### src/rtl/dbell_pkg.sv
package dbell_pkg;

  localparam int OFS_TRIG    = 'h00;
  localparam int OFS_RAW     = 'h04;
  localparam int OFS_EN_SET  = 'h08;
  localparam int OFS_EN_CLR  = 'h0C;
  localparam int OFS_ACK     = 'h10;
  localparam int OFS_EN_READ = 'h14;

  typedef enum logic [2:0] {
    SEL_NONE,
    SEL_TRIG,
    SEL_RAW,
    SEL_EN_SET,
    SEL_EN_CLR,
    SEL_ACK,
    SEL_EN_READ
  } reg_sel_e;

endpackage

### src/rtl/dbell_decode.sv
module dbell_decode
  import dbell_pkg::*;
#(
  parameter int ADDR_W = 5
) (
  input  logic [ADDR_W-1:0] addr,
  output reg_sel_e          sel
);

  always_comb begin
    sel = SEL_NONE;
    if      (addr == ADDR_W'(OFS_TRIG))    sel = SEL_TRIG;
    else if (addr == ADDR_W'(OFS_RAW))     sel = SEL_RAW;
    else if (addr == ADDR_W'(OFS_EN_SET))  sel = SEL_EN_SET;
    else if (addr == ADDR_W'(OFS_EN_CLR))  sel = SEL_EN_CLR;
    else if (addr == ADDR_W'(OFS_ACK))     sel = SEL_ACK;
    else if (addr == ADDR_W'(OFS_EN_READ)) sel = SEL_EN_READ;
  end

endmodule

### src/rtl/dbell_bitbank.sv
module dbell_bitbank #(
  parameter int W        = 32,
  parameter bit SET_WINS = 1'b1
) (
  input  logic         clk,
  input  logic         rst,
  input  logic [W-1:0] set_vec,
  input  logic [W-1:0] clr_vec,
  output logic [W-1:0] q,
  output logic [W-1:0] q_nxt
);

  generate
    if (SET_WINS) begin : g_set_wins
      assign q_nxt = (q & ~clr_vec) | set_vec;
    end else begin : g_clr_wins
      assign q_nxt = (q | set_vec) & ~clr_vec;
    end
  endgenerate

  always_ff @(posedge clk) begin
    if (rst) q <= '0;
    else     q <= q_nxt;
  end

  // a set request leaves the bit high after the edge
  p_set_sticks_r2: assert property (@(posedge clk) disable iff (rst)
    !rst |=> ((q & $past(set_vec & ~(SET_WINS ? '0 : clr_vec))) ==
              $past(set_vec & ~(SET_WINS ? '0 : clr_vec))));

  // a clear request without a set leaves the bit low after the edge
  p_clear_drops_r3: assert property (@(posedge clk) disable iff (rst)
    !rst |=> ((q & $past(clr_vec & ~set_vec)) == '0));

  // bits not named by set or clear hold their value
  p_untouched_hold_r3: assert property (@(posedge clk) disable iff (rst)
    !rst |=> (((q ^ $past(q)) & ~$past(set_vec | clr_vec)) == '0));

endmodule

### src/rtl/dbell_top.sv
module dbell_top
  import dbell_pkg::*;
#(
  parameter int GROUP_W = 16,
  parameter int GROUPS  = 2,
  parameter int ADDR_W  = 5
) (
  input  logic                       clk,
  input  logic                       rst,
  input  logic [ADDR_W-1:0]          addr,
  input  logic                       wr_en,
  input  logic [GROUP_W*GROUPS-1:0]  wr_data,
  output logic [GROUP_W*GROUPS-1:0]  rd_data,
  output logic                       irq
);

  localparam int DW = GROUP_W * GROUPS;

  reg_sel_e      sel;
  logic [DW-1:0] pend_q, pend_nxt;
  logic [DW-1:0] en_q, en_nxt;
  logic [DW-1:0] trig_vec, ack_vec, en_set_vec, en_clr_vec;
  logic [DW-1:0] rd_mux;

  dbell_decode #(.ADDR_W(ADDR_W)) u_decode (
    .addr (addr),
    .sel  (sel)
  );

  assign trig_vec   = (wr_en && sel == SEL_TRIG)   ? wr_data : '0;
  assign ack_vec    = (wr_en && sel == SEL_ACK)    ? wr_data : '0;
  assign en_set_vec = (wr_en && sel == SEL_EN_SET) ? wr_data : '0;
  assign en_clr_vec = (wr_en && sel == SEL_EN_CLR) ? wr_data : '0;

  dbell_bitbank #(.W(DW), .SET_WINS(1'b1)) u_pending (
    .clk     (clk),
    .rst     (rst),
    .set_vec (trig_vec),
    .clr_vec (ack_vec),
    .q       (pend_q),
    .q_nxt   (pend_nxt)
  );

  dbell_bitbank #(.W(DW), .SET_WINS(1'b1)) u_enable (
    .clk     (clk),
    .rst     (rst),
    .set_vec (en_set_vec),
    .clr_vec (en_clr_vec),
    .q       (en_q),
    .q_nxt   (en_nxt)
  );

  always_comb begin
    case (sel)
      SEL_RAW:     rd_mux = pend_q;
      SEL_EN_READ: rd_mux = en_q;
      default:     rd_mux = '0;
    endcase
  end

  always_ff @(posedge clk) begin
    if (rst) begin
      rd_data <= '0;
      irq     <= 1'b0;
    end else begin
      rd_data <= rd_mux;
      irq     <= |(pend_nxt & en_nxt);
    end
  end

  // reset empties both words and silences the outputs
  p_reset_clean_r1: assert property (@(posedge clk)
    rst |=> (pend_q == '0 && en_q == '0 && !irq && rd_data == '0));

  // interrupt tracks enabled pending state after every edge
  p_irq_level_r7: assert property (@(posedge clk) disable iff (rst)
    !rst |=> (irq == (|(pend_q & en_q))));

  // write-only and unmapped offsets read as zero
  p_rd_zero_r8: assert property (@(posedge clk) disable iff (rst)
    (sel == SEL_TRIG || sel == SEL_ACK || sel == SEL_NONE) |=> (rd_data == '0));

  // writes to read-only or unmapped offsets change no state
  p_ro_write_r8: assert property (@(posedge clk) disable iff (rst)
    (wr_en && (sel == SEL_RAW || sel == SEL_EN_READ || sel == SEL_NONE))
      |=> ($stable(pend_q) && $stable(en_q)));

endmodule

### config.mk
export PLATFORM = sky130hd
export DESIGN_NAME = dbell_top
export DESIGN_NICKNAME = d
export VERILOG_FILES = /design/src/rtl/dbell_pkg.sv /design/src/rtl/dbell_decode.sv /design/src/rtl/dbell_bitbank.sv /design/src/rtl/dbell_top.sv
export SDC_FILE = /design/constraint.sdc
export NUM_CORES = 1
export LEC_CHECK = 0
export CORE_MARGIN = 1
export CORE_UTILIZATION = 45
export DETAILED_ROUTE_END_ITERATION = 10
export PLACE_DENSITY = 0.77
export SLEW_MARGIN = 5
export SYNTH_ARGS = -nofsm -noshare
export SYNTH_HDL_FRONTEND = slang
export SYNTH_SLANG_ARGS = --single-unit
### constraint.sdc
create_clock -name clk -period 1.98 [get_ports clk]
set_input_delay 0.198 -clock clk [delete_from_list [all_inputs] [get_ports clk]]
set_output_delay 0.198 -clock clk [all_outputs]
set_load 0.05 [all_outputs]
==> flow_summary.yaml <==
critical_path:
  r2r.worst_path.cells: 4
  timing.critical_path.arrival_ns: 2.17
  worst_r2r_endpoint: "irq"
  critical_path.startpoint_type: "input pin"
  crit_path_kind: "in -> reg"
  setup.worst_path.end_class: "flip-flop"
  timing.reg2reg.setup_slack_ns: 0.60
  worst_ep_required_time_ns: 2.22
  worstReg2RegStart: "u_pending.q[22]"
  path_max_fanout: 27
logic_synthesis:
  synthesis.area_sq_mm: 0.00397
  netlist_top_cells_count: "sky130_fd_sc_hd__nor2_1, sky130_fd_sc_hd__dfxtp_1, sky130_fd_sc_hd__mux2i_1"
  post_synthesis_register_bit_count: 97
  number_of_enable_flip_flop_cells_after_synthesis: 0
  synth.avg_cell_area_sq_um: 9.53
  area_share_of_the_leading_cell_type_in_the_synthesized_netlist_pct: 49.0
  synth_largest_area_cell: "sky130_fd_sc_hd__dfxtp_1"
  synth-seq-area-share_pct: 49.0
  async_reset_ff_share_pct: 0
  cell_with_the_most_instances_after_synthesis: "sky130_fd_sc_hd__nor2_1"
  top_post_synthesis_cells_by_area: "sky130_fd_sc_hd__dfxtp_1, sky130_fd_sc_hd__mux2i_1, sky130_fd_sc_hd__nor2_1"
  synth.net_count: 456
  ys.flop_type: "sky130_fd_sc_hd__dfxtp_1"
  yosysWarnings: 0
  synthesized_netlist_cell_count: 416
  yosysUniqueCellTypes: 14
finish:
  layout-area-overhead-vs-synth_pct: 49.9
  multiInputGateArea_sq_mm: 0.00209
  layout-drive-gt1-share_pct: 26.3
  final_nets: 587
  seq_area_sq_mm: 0.00194
  insertedDiodeCount: 0
  nFillCells: 583
detailed_routing:
  antenna_violating_nets_post_route: 0
  met1Wirelength_microns: 4850
  routedWlPerCell_microns: 18.8
  remaining_drc_errors: 0
  detail_route.vias_per_cell: 5.75
  met2RoutedLength_microns: 6170
  dr.first_iter.drc_count: 303
  dr_wl_met3_microns: 895
  detailroute.via_count: 3774
  drt_wl_total_microns: 12300
  drt-pass1-iter-count: 5
  routed.top_layer: "met4"
global_routing:
  grt_pass1_vias: 3429
  grt_use_total_pct: 23.6
  grt_start_max_net_pins: 56
  grt_antenna_before_repair: 0
  gr-total-overflow: 0
  grt_first_pass_wirelength_microns: 16200
min_path:
  hold_path_depth: 2
  hold_path.class: "in -> reg"
  min_from: "rst"
  worst_hold_path.endpoint: "u_pending.q[0]"
floorplan:
  die_area_sq_mm: 0.00919
  die_h_microns: 95.9
  die_width_microns: 95.9
  core_area_sq_mm: 0.00838
  boundaryPins: 73
  floorplan.rows: 33
  starting_utilization_of_the_core_area_pct: 47.3
power:
  worst_ir_drop_vdd_mv: 0.402
  power_density_mw_per_mm2: 621
  leakagePower_nw: 2.51
sta:
  finalSetupViolations: 0
  fmax_mhz: 519
  finalWorstPathRequiredPeriod_ns: 1.93
  report.final.slew_viol_count: 0
  worst_hold_slack_ns: 0.150
  tightestPinTransition_ns: 0.623
  max-slew-margin-rel_pct: 58.5
  post-route-period-util_pct: 97.4
  layout_setup_ws_ns: 0.0518
  final_hold_viol_count: 0
  finalClockSkew_ns: 0.0148
clock_tree:
  ctsLongestPathBuffers: 2
  cts_tree: "yes"
  worstSkewPairLatency_ns: 0.37
  clk_pin_slew_ns: 0.10
  cts_root_buf: "sky130_fd_sc_hd__clkbuf_8"
  cts_sinks: 97
  cts_max_level: 3
  number_of_buffers_created_by_cts: 9
placed_design:
  place_ws_ns: -0.460
  gp_routability_congestion: 0.834
  place.port_buffers: 72
  detailed_place_hpwl_microns: 6650
flow_run:
  timing.max_cap.violations: 0
status:
  status: "complete, no violations"
==> per-stage QoR <==
step           utilization, %  total power [mW]  area [sq um]  std cells  TNS (ns)
2_1_floorplan               -              2.16          3970        416         0
3_3_place_gp             61.2              2.32          5130        616    -0.349
3_5_place_dp             61.2              2.33          5130        616    -0.460
4_1_cts                  64.1              3.61          5380        633         0
5_1_grt                  70.9              3.79          5940        656   -0.0127
6_report                 70.9              3.69          5940        656         0
==> registers in the layout (all words and copies together) (netlist names) <==
signal / count
u_pending.q: 32
irq: 1
u_enable.q: 32
rd_data: 32
==> power by group <==
| group | internal (mW) | total [mW] | switching, mW |
|---|---|---|---|
| clock network | 0.648 | 1.31 | 0.664 |
| logic | 0.204 | 0.415 | 0.211 |
| registers | 1.96 | 1.96 | 0.00603 |
| total | 2.81 | 3.69 | 0.881 |
==> layer usage <==
layer,track usage [%],vias up
li1,-,1694
met1,28.4,1831
met2,41.1,205
met3,4.11,44
met4,10.1,0
met5,0,-
==> timing repair <==
item | in CTS | in global routing
buffers inserted | 1 | 18
cloned | 1 | 6
resized for setup | 4 | 63
setup endpoints to repair | 1 | 1
pin swaps | 1 | 14
hold buffers | 0 | 0
==> worst max-delay path, stage by stage <==
cell,delay [ns]
sky130_fd_sc_hd__clkdlybuf4s50_1,0.45
sky130_fd_sc_hd__nor2_2,0.18
sky130_fd_sc_hd__buf_12,0.24
sky130_fd_sc_hd__nand3_1,0.12
sky130_fd_sc_hd__mux2i_1,0.34
sky130_fd_sc_hd__o22ai_1,0.18
sky130_fd_sc_hd__nor4_1,0.28
sky130_fd_sc_hd__a41oi_1,0.14
==> how the worst max path moves through the flow <==
stage,slack (ns),depth (start not counted),from,to
3_3_place_gp,-0.35,9,addr[1],irq
6_report,0.05,8,addr[2],irq
3_5_place_dp,-0.46,9,addr[1],irq
5_1_grt,-0.01,8,addr[2],irq
2_1_floorplan,0.44,8,addr[1],irq
4_1_cts,0.001,9,addr[0],irq
==> logic make-up (layout without fill, tap and decap cells) <==
family / Yosys count / in the layout / synth area share (%)
AOI/OAI and AO/OA: 17 / 17 / 2.75
DFF: 97 / 97 / 49.0
buffers and inverters: 36 / 171 / 5.30
muxes: 96 / 96 / 24.2
and+or+nand+nor: 170 / 170 / 18.7
==> layout by cell type, fill, tap and decap left out <==
| master | count |
|---|---|
| sky130_fd_sc_hd__dlymetal6s2s_1 | 4 |
| sky130_fd_sc_hd__clkinvlp_4 | 1 |
| sky130_fd_sc_hd__mux2i_4 | 2 |
| sky130_fd_sc_hd__o22ai_1 | 11 |
| sky130_fd_sc_hd__nor4_2 | 3 |
| sky130_fd_sc_hd__nor2_2 | 1 |
| sky130_fd_sc_hd__buf_6 | 6 |
| sky130_fd_sc_hd__nor2_1 | 98 |
| sky130_fd_sc_hd__nand3_1 | 46 |
| sky130_fd_sc_hd__nor4_1 | 1 |
| sky130_fd_sc_hd__bufinv_16 | 1 |
| sky130_fd_sc_hd__nand3_4 | 4 |
| sky130_fd_sc_hd__dfxtp_1 | 97 |
| sky130_fd_sc_hd__a41oi_1 | 1 |
| sky130_fd_sc_hd__nor3b_4 | 1 |
| sky130_fd_sc_hd__clkbuf_1 | 2 |
| sky130_fd_sc_hd__clkdlybuf4s50_1 | 66 |
| sky130_fd_sc_hd__buf_12 | 10 |
| sky130_fd_sc_hd__mux2i_2 | 16 |
| sky130_fd_sc_hd__nand3_2 | 15 |
| sky130_fd_sc_hd__o22ai_2 | 5 |
| sky130_fd_sc_hd__mux2i_1 | 78 |
| sky130_fd_sc_hd__nor2b_4 | 1 |
| sky130_fd_sc_hd__buf_8 | 1 |
| sky130_fd_sc_hd__buf_2 | 2 |
| sky130_fd_sc_hd__clkbuf_16 | 5 |
| sky130_fd_sc_hd__clkbuf_8 | 11 |
| sky130_fd_sc_hd__inv_1 | 2 |
| sky130_fd_sc_hd__buf_4 | 60 |
==> layout make-up <==
type                    instances  share of cell area (%)
clock buffers                  13                    2.67
clock inverters                 2                   0.632
inverters                       2                   0.126
multi-input cells             283                    35.1
flip-flops and latches         97                    32.7
well taps                     105                    2.21
repair buffers                154                    26.6
Power figures use the tool's default switching activity.
